===== config.mk =====
export PLATFORM = sky130hd
export DESIGN_NAME = flc_nor_ctrl
export DESIGN_NICKNAME = d
export VERILOG_FILES = /design/src/rtl/flc_pkg.sv /design/src/rtl/flc_timer.sv /design/src/rtl/flc_wr_sel.sv /design/src/rtl/flc_seq.sv /design/src/rtl/flc_nor_ctrl.sv
export SDC_FILE = /design/constraint.sdc
export NUM_CORES = 1
export LEC_CHECK = 0
export ABC_AREA = 1
export BUFFER_PORTS_ARGS = -buffer_cell sky130_fd_sc_hd__buf_2
export CAP_MARGIN = 20
export CORE_MARGIN = 3
export CORE_UTILIZATION = 53
export CTS_BUF_LIST = sky130_fd_sc_hd__clkbuf_8
export DETAILED_ROUTE_END_ITERATION = 12
export MAX_ROUTING_LAYER = met4
export PLACE_DENSITY_LB_ADDON = 0.05
export SYNTH_ARGS = -nofsm -noshare
export SYNTH_HDL_FRONTEND = slang
export SYNTH_SLANG_ARGS = --single-unit

===== constraint.sdc =====
create_clock -name clk -period 1.85 [get_ports clk]
set_input_delay 0 -clock clk [delete_from_list [all_inputs] [get_ports clk]]
set_output_delay 0 -clock clk [all_outputs]
set_load 0.01 [all_outputs]

===== src/rtl/flc_pkg.sv =====
package flc_pkg;

  typedef enum logic [3:0] {
    S_RST, S_PU, S_IDLE, S_RD, S_RHZ, S_WSU, S_WLO, S_WHI, S_BUSY
  } flc_state_e;

  localparam logic [19:0] UNLK_ADDR_A = 20'h05555;
  localparam logic [19:0] UNLK_ADDR_B = 20'h02AAA;
  localparam logic [7:0]  UNLK_KEY0   = 8'hAA;
  localparam logic [7:0]  UNLK_KEY1   = 8'h55;
  localparam logic [7:0]  UNLK_KEY2   = 8'hA0;

  // ceiling division of a time by the clock period, never below one cycle
  function automatic int unsigned ns2cyc(input int unsigned ns, input int unsigned per);
    int unsigned c;
    c = (ns + per - 1) / per;
    return (c == 0) ? 1 : c;
  endfunction

  function automatic int unsigned umax(input int unsigned a, input int unsigned b);
    return (a > b) ? a : b;
  endfunction

endpackage


===== src/rtl/flc_timer.sv =====
module flc_timer #(
  parameter int            CW      = 8,
  parameter logic [CW-1:0] RST_VAL = '0
) (
  input  logic          clk,
  input  logic          rst_n,
  input  logic          load,
  input  logic [CW-1:0] load_val,
  output logic          last
);
  logic [CW-1:0] cnt_q, cnt_d;

  always_comb begin
    cnt_d = cnt_q;
    if (load)              cnt_d = load_val;
    else if (cnt_q != '0)  cnt_d = cnt_q - 1'b1;
  end

  always_ff @(posedge clk or negedge rst_n) begin
    if (!rst_n) cnt_q <= RST_VAL;
    else        cnt_q <= cnt_d;
  end

  assign last = (cnt_q == '0);


  load_on_expiry_chk: assert property (@(posedge clk) disable iff (!rst_n)
    load |-> last);
endmodule


===== src/rtl/flc_wr_sel.sv =====
module flc_wr_sel
  import flc_pkg::*;
#(
  parameter int AW = 20,
  parameter int DW = 16
) (
  input  logic [1:0]    idx,
  input  logic [AW-1:0] op_addr,
  input  logic [DW-1:0] op_data,
  output logic [AW-1:0] bus_addr,
  output logic [DW-1:0] bus_data
);
  localparam int HI = DW - 8;

  always_comb begin
    case (idx)
      2'd0: begin bus_addr = AW'(UNLK_ADDR_A); bus_data = {{HI{1'b0}}, UNLK_KEY0}; end
      2'd1: begin bus_addr = AW'(UNLK_ADDR_B); bus_data = {{HI{1'b0}}, UNLK_KEY1}; end
      2'd2: begin bus_addr = AW'(UNLK_ADDR_A); bus_data = {{HI{1'b0}}, UNLK_KEY2}; end
      default: begin bus_addr = op_addr; bus_data = op_data; end
    endcase
  end
endmodule


===== src/rtl/flc_seq.sv =====
module flc_seq
  import flc_pkg::*;
#(
  parameter int          AW    = 20,
  parameter int          DW    = 16,
  parameter int          CW    = 14,
  parameter int unsigned C_RD  = 9,
  parameter int unsigned C_HZ  = 5,
  parameter int unsigned C_WLO = 7,
  parameter int unsigned C_WHI = 4,
  parameter int unsigned C_BP  = 5000,
  parameter int unsigned C_PUW = 12500
) (
  input  logic          clk,
  input  logic          rst_n,
  input  logic          req_valid,
  input  logic          req_op,
  input  logic [AW-1:0] req_addr,
  input  logic [DW-1:0] req_wdata,
  input  logic [DW-1:0] fl_dq_i,
  input  logic          tmr_last,
  output logic          tmr_load,
  output logic [CW-1:0] tmr_val,
  output logic          req_ready,
  output logic [DW-1:0] rsp_data,
  output logic          rsp_valid,
  output logic [1:0]    wr_idx,
  output logic [AW-1:0] op_addr,
  output logic [DW-1:0] op_wdata,
  output logic          fl_ce_n,
  output logic          fl_oe_n,
  output logic          fl_we_n,
  output logic          fl_rst_n,
  output logic          fl_dq_oe
);
  flc_state_e    state_q, state_d;
  logic [1:0]    idx_q, idx_d;
  logic          take, cap;
  logic [AW-1:0] addr_q;
  logic [DW-1:0] wdata_q, rdata_q;
  logic          rvalid_q;

  always_comb begin
    state_d  = state_q;
    idx_d    = idx_q;
    tmr_load = 1'b0;
    tmr_val  = '0;
    take     = 1'b0;
    cap      = 1'b0;
    case (state_q)
      S_RST: if (tmr_last) begin
        state_d = S_PU; tmr_load = 1'b1; tmr_val = CW'(C_PUW - 1);
      end
      S_PU:  if (tmr_last) state_d = S_IDLE;
      S_IDLE: if (req_valid) begin
        take     = 1'b1;
        tmr_load = 1'b1;
        if (req_op) begin
          state_d = S_WSU; idx_d = 2'd0; tmr_val = '0;
        end else begin
          state_d = S_RD; idx_d = 2'd3; tmr_val = CW'(C_RD - 1);
        end
      end
      S_RD: if (tmr_last) begin
        cap = 1'b1; state_d = S_RHZ; tmr_load = 1'b1; tmr_val = CW'(C_HZ - 1);
      end
      S_RHZ: if (tmr_last) state_d = S_IDLE;
      S_WSU: if (tmr_last) begin
        state_d = S_WLO; tmr_load = 1'b1; tmr_val = CW'(C_WLO - 1);
      end
      S_WLO: if (tmr_last) begin
        state_d = S_WHI; tmr_load = 1'b1; tmr_val = CW'(C_WHI - 1);
      end
      S_WHI: if (tmr_last) begin
        tmr_load = 1'b1;
        if (idx_q == 2'd3) begin
          state_d = S_BUSY; tmr_val = CW'(C_BP - 1);
        end else begin
          state_d = S_WSU; idx_d = idx_q + 2'd1; tmr_val = '0;
        end
      end
      S_BUSY: if (tmr_last) state_d = S_IDLE;
      default: state_d = S_RST;
    endcase
  end

  always_ff @(posedge clk or negedge rst_n) begin
    if (!rst_n) begin
      state_q  <= S_RST;
      idx_q    <= 2'd3;
      rvalid_q <= 1'b0;
    end else begin
      state_q  <= state_d;
      idx_q    <= idx_d;
      rvalid_q <= cap;
    end
  end

  always_ff @(posedge clk or negedge rst_n) begin
    if (!rst_n) begin
      addr_q  <= '0;
      wdata_q <= '0;
    end else if (take) begin
      addr_q  <= req_addr;
      wdata_q <= req_wdata;
    end
  end

  always_ff @(posedge clk or negedge rst_n) begin
    if (!rst_n)   rdata_q <= '0;
    else if (cap) rdata_q <= fl_dq_i;
  end

  assign req_ready = (state_q == S_IDLE);
  assign rsp_data  = rdata_q;
  assign rsp_valid = rvalid_q;
  assign wr_idx    = idx_q;
  assign op_addr   = addr_q;
  assign op_wdata  = wdata_q;
  assign fl_rst_n  = (state_q != S_RST);
  assign fl_oe_n   = (state_q != S_RD);
  assign fl_we_n   = (state_q != S_WLO);
  assign fl_dq_oe  = (state_q == S_WSU) || (state_q == S_WLO) || (state_q == S_WHI);
  assign fl_ce_n   = !((state_q == S_RD) || fl_dq_oe);


  rst_idle_chk: assert property (@(posedge clk) disable iff (!rst_n)
    !fl_rst_n |-> fl_ce_n && fl_oe_n && fl_we_n && !fl_dq_oe && !req_ready);

  no_contention_chk: assert property (@(posedge clk) disable iff (!rst_n)
    !fl_oe_n |-> !fl_dq_oe);

  oe_high_write_chk: assert property (@(posedge clk) disable iff (!rst_n)
    !fl_we_n |-> fl_oe_n && !fl_ce_n && fl_dq_oe);

  rvalid_after_read_chk: assert property (@(posedge clk) disable iff (!rst_n)
    rsp_valid |-> $past(!fl_oe_n) && fl_oe_n);

  accept_drops_ready_chk: assert property (@(posedge clk) disable iff (!rst_n)
    req_valid && req_ready |=> !req_ready);
endmodule


===== src/rtl/flc_nor_ctrl.sv =====
module flc_nor_ctrl
  import flc_pkg::*;
#(
  parameter int AW            = 20,
  parameter int DW            = 16,
  parameter int CLK_PERIOD_NS = 8,
  parameter int T_RC_NS       = 70,
  parameter int T_AA_NS       = 70,
  parameter int T_OE_NS       = 35,
  parameter int T_HZ_NS       = 40,
  parameter int T_WP_NS       = 50,
  parameter int T_WPH_NS      = 30,
  parameter int T_DS_NS       = 50,
  parameter int T_AH_NS       = 50,
  parameter int T_OEH_NS      = 10,
  parameter int T_BP_NS       = 40000,
  parameter int T_RP_NS       = 500,
  parameter int T_RHR_NS      = 50,
  parameter int T_PU_NS       = 100000
) (
  input  logic          clk,
  input  logic          rst_n,
  input  logic          req_valid,
  output logic          req_ready,
  input  logic          req_op,
  input  logic [AW-1:0] req_addr,
  input  logic [DW-1:0] req_wdata,
  output logic [DW-1:0] rsp_data,
  output logic          rsp_valid,
  output logic [AW-1:0] fl_addr,
  output logic [DW-1:0] fl_dq_o,
  output logic          fl_dq_oe,
  input  logic [DW-1:0] fl_dq_i,
  output logic          fl_ce_n,
  output logic          fl_oe_n,
  output logic          fl_we_n,
  output logic          fl_rst_n
);
  localparam int unsigned P     = CLK_PERIOD_NS;
  localparam int unsigned C_RD  = umax(umax(ns2cyc(T_RC_NS, P), ns2cyc(T_AA_NS, P)), ns2cyc(T_OE_NS, P));
  localparam int unsigned C_HZ  = ns2cyc(T_HZ_NS, P);
  localparam int unsigned C_WLO = umax(umax(ns2cyc(T_WP_NS, P), ns2cyc(T_DS_NS, P)), ns2cyc(T_AH_NS, P));
  localparam int unsigned C_WHI = umax(ns2cyc(T_WPH_NS, P), ns2cyc(T_OEH_NS, P));
  localparam int unsigned C_BP  = ns2cyc(T_BP_NS, P);
  localparam int unsigned C_RP  = ns2cyc(T_RP_NS, P);
  localparam int unsigned C_PUW = umax(ns2cyc(T_PU_NS, P), ns2cyc(T_RHR_NS, P));
  localparam int unsigned C_MAX = umax(umax(umax(C_RD, C_HZ), umax(C_WLO, C_WHI)),
                                       umax(umax(C_BP, C_RP), C_PUW));
  localparam int          CW    = $clog2(C_MAX + 1);

  logic          tmr_load, tmr_last;
  logic [CW-1:0] tmr_val;
  logic [1:0]    wr_idx;
  logic [AW-1:0] op_addr;
  logic [DW-1:0] op_wdata;

  flc_timer #(.CW(CW), .RST_VAL(CW'(C_RP - 1))) u_tmr (
    .clk(clk), .rst_n(rst_n), .load(tmr_load), .load_val(tmr_val), .last(tmr_last)
  );

  flc_seq #(
    .AW(AW), .DW(DW), .CW(CW), .C_RD(C_RD), .C_HZ(C_HZ), .C_WLO(C_WLO),
    .C_WHI(C_WHI), .C_BP(C_BP), .C_PUW(C_PUW)
  ) u_seq (
    .clk(clk), .rst_n(rst_n), .req_valid(req_valid), .req_op(req_op),
    .req_addr(req_addr), .req_wdata(req_wdata), .fl_dq_i(fl_dq_i),
    .tmr_last(tmr_last), .tmr_load(tmr_load), .tmr_val(tmr_val),
    .req_ready(req_ready), .rsp_data(rsp_data), .rsp_valid(rsp_valid),
    .wr_idx(wr_idx), .op_addr(op_addr), .op_wdata(op_wdata),
    .fl_ce_n(fl_ce_n), .fl_oe_n(fl_oe_n), .fl_we_n(fl_we_n),
    .fl_rst_n(fl_rst_n), .fl_dq_oe(fl_dq_oe)
  );

  flc_wr_sel #(.AW(AW), .DW(DW)) u_sel (
    .idx(wr_idx), .op_addr(op_addr), .op_data(op_wdata),
    .bus_addr(fl_addr), .bus_data(fl_dq_o)
  );


  we_low_stable_chk: assert property (@(posedge clk) disable iff (!rst_n)
    !fl_we_n && $past(!fl_ce_n) |-> $stable(fl_addr) && $stable(fl_dq_o));
endmodule


==> results of run 1 <==
routing by layer:
metal  vias up  wire length [µm]  track usage [%]
met3        16               481             5.00
met5         -                 0                -
li1       1876                 -                -
met1      1722              4210             31.6
met4         0               218             10.6
met2       104              4830             41.8
stage by stage:
step / std cells / setup slack (ns) / hold slack, ns / utilization (%) / TNS, ns
floorplan: 506 / 0.184 / -0.296 / - / 0
global placement: 709 / 0.129 / -0.0417 / 65.4 / 0
detailed placement: 709 / 0.0681 / -0.0407 / 65.4 / 0
CTS: 778 / 0.0148 / 0.0792 / 75.8 / 0
global route: 781 / -0.0221 / 0.120 / 76.7 / -0.0321
finish: 782 / 0.0961 / 0.0862 / 76.7 / 0
sequential cells by signal, summed over array words and instances, names as in the netlist:
| name | flops |
|---|---|
| u_seq.state_q | 4 |
| u_seq.rsp_data | 16 |
| u_seq.wr_idx | 2 |
| u_tmr.cnt_q | 14 |
| u_seq.op_addr | 20 |
| u_seq.rsp_valid | 1 |
| u_seq.op_wdata | 16 |
final timing paths:
kind	cells after the start	to	from	slack, ns
max	6	fl_addr[6]	u_seq.wr_idx[0]	0.1
min	4	u_seq.state_q[0]	req_valid	0.09
max reg2reg	9	u_tmr.cnt_q[0]	u_tmr.cnt_q[0]	0.1
min reg2reg	2	u_seq.op_addr[11]	u_seq.op_addr[11]	0.48
max in group asynchronous	3	u_seq.wr_idx[1]	rst_n	1.12
min in group asynchronous	2	u_seq.rsp_data[1]	rst_n	0.12
power by group through the flow:
stage          clock network (mW)  registers (mW)  logic, mW
2_1_floorplan                   0            1.63    0.00301
3_3_place_gp                    0            1.63     0.0994
3_5_place_dp                    0            1.63     0.0992
4_1_cts                      1.09            1.60      0.187
5_1_grt                      1.16            1.59      0.207
6_report                     1.06            1.60      0.188
kinds of logic after synthesis:
family                   Yosys count  synth area share [%]
adder cells (fa/ha/maj)            6                  1.98
buffers and inverters             66                  7.57
AND/OR/NAND/NOR                  321                  35.7
XOR/XNOR                           8                  1.84
flip-flops                        73                  48.3
AO/OA/AOI/OAI                     32                  4.64
what timing repair did:
item | 4_1_cts | 5_1_grt
hold buffers | 54 | 0
endpoints found under the hold margin | 119 | 0
pin swaps | 0 | 3
gates resized for setup | 3 | 11
setup endpoints to repair | 10 | 52
buffers inserted | 0 | 3
synth_stat cells, types with 6 or more instances:
master	n
dfstp_2	7
a21oi_1	6
nand3_1	12
o21ai_1	6
nor2_1	28
nand2_1	254
o21ai_0	14
buf_2	6
xor2_1	6
dfrtp_1	66
ha_1	6
inv_1	47
layout make-up:
type | instances | area (µm²)
Antenna cell | 1 | 2.50
Clock buffer | 10 | 138
Clock inverter | 5 | 23.8
Fill cell | 531 | 1600
Inverter | 49 | 190
Multi-Input combinational cell | 367 | 1710
Sequential cell | 73 | 1840
Tap cell | 96 | 120
Timing Repair Buffer | 181 | 1260
worst reg2reg max path, stage by stage (launching register included):
cell	delay, ns
dfrtp_1	0.38
inv_1	0.11
ha_1	0.23
nand2_2	0.12
nor2_2	0.19
nand3_2	0.13
nand2_4	0.16
inv_1	0.14
o21ai_0	0.12
nand2_1	0.07
==> summary.txt, run 1 <==
Run status
  • Status: finished clean

Cells and area
  • Fin area: 5270 µm²
  • Area grow syn2layout: 38.7%
  • Commonest non-fill, non-tap cell in the layout: nand2_1
  • Nets: 743
  • Most frequent cells in the layout: nand2_1, buf_2, dfrtp_1, dlygate4sd3_1, inv_1
  • Layout cells sized above 1: 26.4%

Global routing
  • Vias in the first global route: 3662
  • Initial antenna violation count: 0
  • Pin count of the biggest net entering global routing: 44
  • Global-route wire length before repair: 16600 µm
  • GRT overflow: 0
  • GRT Total Usage: 25.7%

STA
  • Min cycle time layout: 1.75 ns
  • Fin. max-slew vios: 0
  • Final Hold Vio Count: 0
  • Final setup violation count: 0
  • RSZ-0062 raised after global routing: yes
  • Fmax achieved: 570 MHz
  • Tcrit/Tclk final: 94.8%
  • Relative slew slack: 73.3%
  • Skew final: 0.00705 ns
  • Worst Max-Slew Pin Slew: 0.401 ns

Synthesis
  • Number of enable flip-flop cells after synthesis: 0
  • Largest cells by area after synthesis: dfrtp_1, nand2_1, dfstp_2
  • Seq cells post-synth: 73
  • Synth Cell Area: 3800 µm²
  • Post-synthesis async set-or-reset flop share: 100%
  • Synth Flop Type: dfrtp_1
  • Syn Inst Count: 506
  • Number of distinct library cells after synthesis: 32
  • Synth warn: 0
  • Synthesized area per cell: 7.51 µm²
  • Syn Nets: 568
  • Post-synth top area cell: dfrtp_1
  • Sequential area share after synthesis: 48.3%
  • Synth top area share: 43.5%

Setup path
  • CP max stage cell: dfstp_2
  • CP arrival: 1.75 ns
  • Critical path class: flip-flop to primary output
  • WP data required: 1.85 ns
  • Critical Path End Type: primary output
  • Startpoint types: flip-flop
  • Worst path cell trace: inv_1, ha_1, o21ai_2, buf_6, nand2_1, buf_2
  • Cell family with most CP delay: flip-flops
  • CP max FO: 8
  • Buf/Inv on CP: 3
  • Max incr delay on CP: 0.59 ns

Placed design
  • Routability cong.: 0.947
  • Placed Area: 4490 µm²
  • Dpl hpwl: 6230 µm
  • Port Buffers: 114

Worst hold path
  • HP Class: primary input to flip-flop

Power and ir drop
  • Combinational share of power: 6.6%
  • PD cells: 540 nW/µm²
  • Switching pwr: 0.630 mW
  • Clock power frac: 37.4%
  • Switching Fraction: 22.1%
  • VDD IR max: 0.376 mV
  • Seq pwr share: 56.1%
  • Pint: 2.22 mW
  • Final Total Pwr: 2.85 mW
  • Leak Pwr: 2.92 nW

Floorplanning
  • Die Width: 90.7 µm
  • Io pins: 115
  • Placement row count: 30
  • Core Area: 6870 µm²
  • Initial core utilization: 55.3%
  • Die area: 8220 µm²
  • Die Y: 90.7 µm

Clock tree
  • Num CTS Buffers: 9
  • H-tree level count: 3
  • Bufs on Longest Clock Path: 2
  • CTS root buf: clkbuf_8
  • CTS sink cnt: 73
  • Clk_lat worst skew: 0.35 ns
  • CTS tree: done
  • Clock slew at reported path FFs: 0.07 ns

Route
  • DRC Markers: 0
  • Routed Antenna Nets: 0
  • Drt first pass iters: 4
  • Final wirelength: 9750 µm
  • WL/cell: 12.5 µm
  • Via count: 3718
  • Initial DRC Count: 175
  • Post-DR vias/cell: 4.75

Job
  • Max-Cap Viols: 0
Note: power is estimated with default switching activity, not from simulation.
==> inputs of run 2 (changes only) <==
--- a/config.mk
+++ b/config.mk
@@ -5,7 +5,7 @@
 export SDC_FILE = /design/constraint.sdc
 export NUM_CORES = 1
 export LEC_CHECK = 0
-export ABC_AREA = 1
+export ABC_AREA = 0
 export BUFFER_PORTS_ARGS = -buffer_cell sky130_fd_sc_hd__buf_2
 export CAP_MARGIN = 20
 export CORE_MARGIN = 3
==> run 2 against run 1 <==
The flow now finishes with violations (negative setup slack); register-to-register slack worse by 0.21 ns; via count increased by 2.1%; maximum frequency shrank 11%; synthesized area is 3.0% lower; sequential share of layout area shrank 1.7 points; non-clock buffer count increased by 42; critical path type is now flip-flop to flip-flop; critical endpoint is now u_tmr.cnt_q[11]; highest routed layer unchanged.
==> summary.txt, run 2 <==
Worst hold path
  • Worst min-delay path endpoint: u_seq.state_q[1]
  • Hold Startpoint: req_valid
  • HP Class: primary input to flip-flop
  • Hold depth: 3

Setup path
  • Worst path cell trace: or4_4, or4_1, or3_1, a21oi_1
  • Critical path class: flip-flop to flip-flop
  • CP arrival: 2.23 ns
  • Max incr delay on CP: 0.53 ns
  • Reg2Reg Depth: 4
  • Reg2reg end: u_tmr.cnt_q[11]
  • Critical Path End Type: flip-flop
  • CP max FO: 3
  • WP data required: 2.11 ns
  • Startpoint types: flip-flop
  • R2r startpoint: u_tmr.cnt_q[7]
  • CP max stage cell: or4_4
  • R2R Setup Slk: -0.12 ns

Floorplanning
  • Placement row count: 29
  • Die Y: 89.4 µm
  • Core Area: 6530 µm²
  • Initial core utilization: 56.5%
  • Io pins: 115
  • Die Width: 89.4 µm
  • Die area: 7990 µm²

Route
  • Drt first pass iters: 5
  • Via count: 3796
  • Routed Antenna Nets: 0
  • Initial DRC Count: 266
  • Post-DR vias/cell: 5.35
  • WL/cell: 16.3 µm
  • Final wirelength: 11600 µm
  • DRC Markers: 0

Clock tree
  • Bufs on Longest Clock Path: 2
  • Clock slew at reported path FFs: 0.08 ns
  • CTS tree: done
  • CTS sink cnt: 73
  • CTS root buf: clkbuf_8
  • Num CTS Buffers: 9
  • Clk_lat worst skew: 0.34 ns
  • H-tree level count: 3

Power and ir drop
  • Leak Pwr: 2.86 nW
  • PD cells: 1340 nW/µm²
  • Seq pwr share: 35.5%
  • Switching pwr: 2.87 mW
  • Combinational share of power: 47.6%
  • Pint: 4.54 mW
  • Clock power frac: 17.0%
  • Switching Fraction: 38.7%
  • VDD IR max: 1.03 mV

Synthesis
  • Synth warn: 0
  • Cell with the most instances after synthesis: nand2_1
  • Synth Cell Area: 3690 µm²
  • Post-synthesis async set-or-reset flop share: 100%
  • Number of distinct library cells after synthesis: 51
  • Top cells by count, synth: nand2_1, dfrtp_1, mux2_2
  • Syn Inst Count: 417
  • Largest cells by area after synthesis: dfrtp_1, nand2_1, mux2_2
  • Syn Nets: 479
  • Sequential area share after synthesis: 49.8%
  • Number of enable flip-flop cells after synthesis: 0
  • Synth top area share: 44.8%
  • Synth Flop Type: dfrtp_1
  • Post-synth top area cell: dfrtp_1
  • Synthesized area per cell: 8.84 µm²
  • Seq cells post-synth: 73

STA
  • Fin. max-slew vios: 0
  • Relative slew slack: 69.0%
  • Worst Max-Slew Pin Slew: 0.466 ns
  • RSZ-0062 raised after global routing: yes
  • Fmax achieved: 508 MHz
  • Hold WS: 0.0551 ns
  • Final Hold Vio Count: 0
  • Fin worst setup slack: -0.118 ns
  • Tcrit/Tclk final: 106%
  • Min cycle time layout: 1.97 ns
  • Final setup violation count: 9
  • Skew final: 0.0101 ns

Cells and area
  • Most frequent cells in the layout: nand2_1, buf_2, dfrtp_1, dlygate4sd3_1, buf_4
  • Max FFs per register: 20
  • Area grow syn2layout: 50.2%
  • Commonest non-fill, non-tap cell in the layout: nand2_1
  • Fin area: 5540 µm²
  • Ant diodes: 0
  • Nets: 691
  • Fill count: 374
  • Layout cells sized above 1: 37.0%

Global routing
  • Global-route wire length before repair: 17900 µm
  • GRT overflow: 0
  • GRT Total Usage: 30.2%
  • Vias in the first global route: 3921
  • Initial antenna violation count: 0
  • Pin count of the biggest net entering global routing: 40

Placed design
  • Port Buffers: 114
  • Post-Place Setup Slack: -0.220 ns
  • Routability cong.: 0.896
  • Placed Area: 4610 µm²
  • Dpl hpwl: 6800 µm

Run status
  • Status: finished with violations
  • Failing checks: negative setup slack

Job
  • Max-Cap Viols: 0
[run 2: routing by layer]
| metal | vias up | track usage (%) | part of all wire (%) |
|---|---|---|---|
| met3 | 25 | 4.61 | 5.5 |
| met1 | 1789 | 36.2 | 41 |
| met5 | - | - | 0 |
| met2 | 174 | 50.9 | 52 |
| li1 | 1808 | - | - |
| met4 | 0 | 12.2 | 2.2 |
[run 2: power groups by stage]
stage	Clock [mW]	Combinational (mW)	Sequential, mW
2_1_floorplan	0	1.83	2.59
3_3_place_gp	0	2.94	2.57
3_5_place_dp	0	3.01	2.61
4_1_cts	1.25	3.29	2.58
5_1_grt	1.34	3.88	2.69
6_report	1.26	3.52	2.62
[run 2: what timing repair did]
action | in CTS | in global routing
gates cloned | 1 | 0
pin swaps | 6 | 2
resized for setup | 14 | 13
hold endpoints to repair | 86 | 0
endpoints found under the setup margin | 48 | 55
buffers inserted | 7 | 3
hold buffers | 54 | 0
[run 2: worst max path at each step]
stage | startpoint | end | slack [ns] | depth (start not counted)
detailed placement | u_tmr.cnt_q[7] | u_seq.state_q[1] | -0.22 | 6
global route | u_tmr.cnt_q[0] | u_tmr.cnt_q[10] | -0.18 | 6
CTS | u_tmr.cnt_q[7] | u_tmr.cnt_q[11] | -0.10 | 4
floorplan | u_tmr.cnt_q[0] | u_tmr.cnt_q[7] | -0.08 | 6
finish | u_tmr.cnt_q[7] | u_tmr.cnt_q[11] | -0.12 | 4
global placement | u_tmr.cnt_q[7] | u_tmr.cnt_q[11] | -0.07 | 4
[run 2: final cells by class]
cell class	count	area [µm²]	share of cell area, %
clock inverter	5	56.3	1.02
tap	77	96.3	1.74
clock buffer	10	138	2.48
multi-input combinational	312	1840	33.1
inverter	10	37.5	0.678
timing repair buffer	223	1540	27.8
sequential	73	1840	33.1
[run 2: cells by family after synthesis]
group / share of synthesized area, %
AO/OA/AOI/OAI: 7.94
buffers and inverters: 4.00
adder cells (fa/ha/maj): 2.04
XOR/XNOR: 1.90
flip-flops: 49.8
AND/OR/NAND/NOR: 28.9
multiplexers: 5.46
[run 2: per-stage QoR]
| stage | power (mW) | std cells | utilization (%) | TNS [ns] |
|---|---|---|---|---|
| after global routing | 7.91 | 710 | 84.8 | -2.05 |
| final | 7.40 | 710 | 84.8 | -0.659 |
| after floorplan | 4.42 | 417 | - | -0.736 |
| after global placement | 5.51 | 630 | 70.6 | -0.629 |
| after detailed placement | 5.62 | 630 | 70.6 | -4.53 |
| after CTS | 7.13 | 707 | 83.6 | -0.853 |
[run 2: critical path, delay by kind of cell, from the launching register on]
family,cells,cell delay [ns]
AO/OA/AOI/OAI,1,0.14
flip-flops,1,0.42
AND/OR/NAND/NOR,3,1.32
==> inputs of run 3 (changes only) <==
--- a/config.mk
+++ b/config.mk
@@ -13,7 +13,8 @@
 export CTS_BUF_LIST = sky130_fd_sc_hd__clkbuf_8
 export DETAILED_ROUTE_END_ITERATION = 12
 export MAX_ROUTING_LAYER = met4
-export PLACE_DENSITY_LB_ADDON = 0.05
+export PLACE_DENSITY = 0.82
+export REMOVE_ABC_BUFFERS = 1
 export SYNTH_ARGS = -nofsm -noshare
 export SYNTH_HDL_FRONTEND = slang
 export SYNTH_SLANG_ARGS = --single-unit
==> run 3 against run 2 <==
Register-to-register slack got worse by 0.08 ns; highest routed layer unchanged; largest power group unchanged; power rose by 9.1%; sequential share of layout area fell by 0.57 points; flip-flop and latch count did not move; largest cell class is now multi-input gates; the run still ends with negative setup slack left.
==> summary.txt, run 3 (synthesis gave the netlist of run 2 again) <==
STA
  • Relative slew slack: 69.7%
  • Final Hold Vio Count: 0
  • Tcrit/Tclk final: 111%
  • Skew final: 0.0178 ns
  • RSZ-0062 raised after global routing: yes
  • Worst Max-Slew Pin Slew: 0.450 ns
  • Fin worst setup slack: -0.199 ns
  • Fin. max-slew vios: 0
  • Min cycle time layout: 2.05 ns
  • Final setup violation count: 28
  • Fmax achieved: 488 MHz
  • Hold WS: 0.158 ns

Placed design
  • Port Buffers: 114
  • Dpl hpwl: 6570 µm
  • Post-Place Setup Slack: -0.185 ns
  • Inst Count DP: 630
  • Routability cong.: 0.881

Worst hold path
  • HP Class: primary input to flip-flop
  • Worst min-delay path endpoint: u_seq.state_q[1]
  • Hold depth: 3
  • Hold Startpoint: req_valid

Route
  • DRC Markers: 0
  • Highest routed metal layer: met4
  • Wire length on met1: 5360 µm
  • Met2 Wirelength: 7720 µm
  • Initial DRC Count: 583
  • Drt first pass iters: 5
  • Post-DR vias/cell: 6.35
  • Final wirelength: 16100 µm
  • WL/cell: 22.5 µm
  • Via count: 4543
  • Routed Antenna Nets: 0
  • Met3 routed WL: 1690 µm

Setup path
  • CP max FO: 3
  • R2R Setup Slk: -0.20 ns
  • CP max stage cell: or4_4
  • Crit path launch: u_tmr.cnt_q[0]
  • Critical Path End Type: flip-flop
  • CP arrival: 2.31 ns
  • WP data required: 2.12 ns
  • R2r startpoint: u_tmr.cnt_q[0]
  • Max incr delay on CP: 0.62 ns
  • Startpoint types: flip-flop
  • Critical path class: flip-flop to flip-flop
  • Reg2Reg Depth: 7
  • Reg2reg end: u_tmr.cnt_q[1]
  • Worst path cell trace: inv_2, ha_4, nor3b_4, buf_6, nand4_2, or4_4, o22ai_2

Cells and area
  • Final Non-Filler Cells: 715
  • Nets: 695
  • Ant diodes: 0
  • Area grow syn2layout: 53.0%
  • Final core utilization: 86.4%
  • Layout cells sized above 1: 38.9%
  • Most frequent cells in the layout: nand2_1, buf_2, dfrtp_1, dlygate4sd3_1, buf_4
  • Commonest non-fill, non-tap cell in the layout: nand2_1
  • Max FFs per register: 20
  • Fill count: 276

Clock tree
  • CTS sink cnt: 73
  • CTS root buf: clkbuf_8
  • H-tree level count: 3
  • Bufs on Longest Clock Path: 2
  • Clk_lat worst skew: 0.36 ns
  • CTS tree: done
  • Clock slew at reported path FFs: 0.09 ns
  • Num CTS Buffers: 9

Floorplanning
  • Die area: 7990 µm²
  • Die Y: 89.4 µm
  • Die Width: 89.4 µm
  • Core Area: 6530 µm²
  • Initial core utilization: 56.5%
  • Placement row count: 29
  • Io pins: 115

Run status
  • Status: finished with violations
  • Failing checks: negative setup slack

Global routing
  • Initial antenna violation count: 0
  • Pin count of the biggest net entering global routing: 74
  • Global-route wire length before repair: 20200 µm
  • Vias in the first global route: 4218
  • GRT overflow: 0
  • GRT Total Usage: 34.7%

Power and ir drop
  • VDD IR max: 0.912 mV
  • PD cells: 1430 nW/µm²
  • Leak Pwr: 2.91 nW

Job
  • Max-Cap Viols: 0
## run 3: per-stage QoR
stage	cell area [µm²]	power [mW]	setup TNS, ns
6_report	5640	8.08	-1.43
5_1_grt	5640	8.43	-3.42
4_1_cts	5360	6.99	-0.849
3_5_place_dp	4600	5.71	-1.82
3_3_place_gp	4600	5.58	-0.401
2_1_floorplan	3580	4.31	-41.13
## run 3: final cells by class
class / count / area (µm²) / share of cell area [%]
multi-input combinational: 312 / 1890 / 33.4
sequential: 73 / 1840 / 32.6
timing repair buffer: 227 / 1610 / 28.6
clock buffer: 9 / 124 / 2.20
tap: 77 / 96.3 / 1.71
clock inverter: 7 / 46.3 / 0.821
inverter: 10 / 40.0 / 0.710
## run 3: worst max-delay path: cells and delay by family, from the launching register on
family	cells	cell delay, ns
AND/OR/NAND/NOR	3	0.99
AO/OA/AOI/OAI	1	0.20
buffers and inverters	2	0.22
flip-flops	1	0.41
adder cells (fa/ha/maj)	1	0.14
## run 3: how the worst max path moves through the flow
| stage | end | slack, ns | cells past startpoint |
|---|---|---|---|
| 3_3_place_gp | u_tmr.cnt_q[7] | -0.1 | 7 |
| 4_1_cts | u_tmr.cnt_q[11] | -0.11 | 4 |
| 2_1_floorplan | u_seq.wr_idx[0] | -0.93 | 4 |
| 6_report | u_tmr.cnt_q[1] | -0.20 | 7 |
| 5_1_grt | u_tmr.cnt_q[1] | -0.23 | 7 |
| 3_5_place_dp | u_tmr.cnt_q[7] | -0.19 | 7 |
## run 3: metal layers
| metal | GRT usage (%) | up-vias |
|---|---|---|
| met2 | 57.7 | 473 |
| met3 | 7.37 | 159 |
| met1 | 37.8 | 2094 |
| met4 | 21.2 | 0 |
| met5 | - | - |
| li1 | - | 1817 |
## run 3: report_power, final
part | internal (mW) | leakage [nW] | switching, mW
clock network | 0.484 | 0.0868 | 0.672
logic | 1.82 | 1.94 | 2.26
registers | 2.25 | 0.892 | 0.590
## run 3: what timing repair did
action,in CTS,in global routing
gates cloned,0,1
setup buffers,2,12
hold buffers,54,0
pin swaps,1,8
resized for setup,8,41
hold endpoints to repair,126,0
endpoints found under the setup margin,51,71
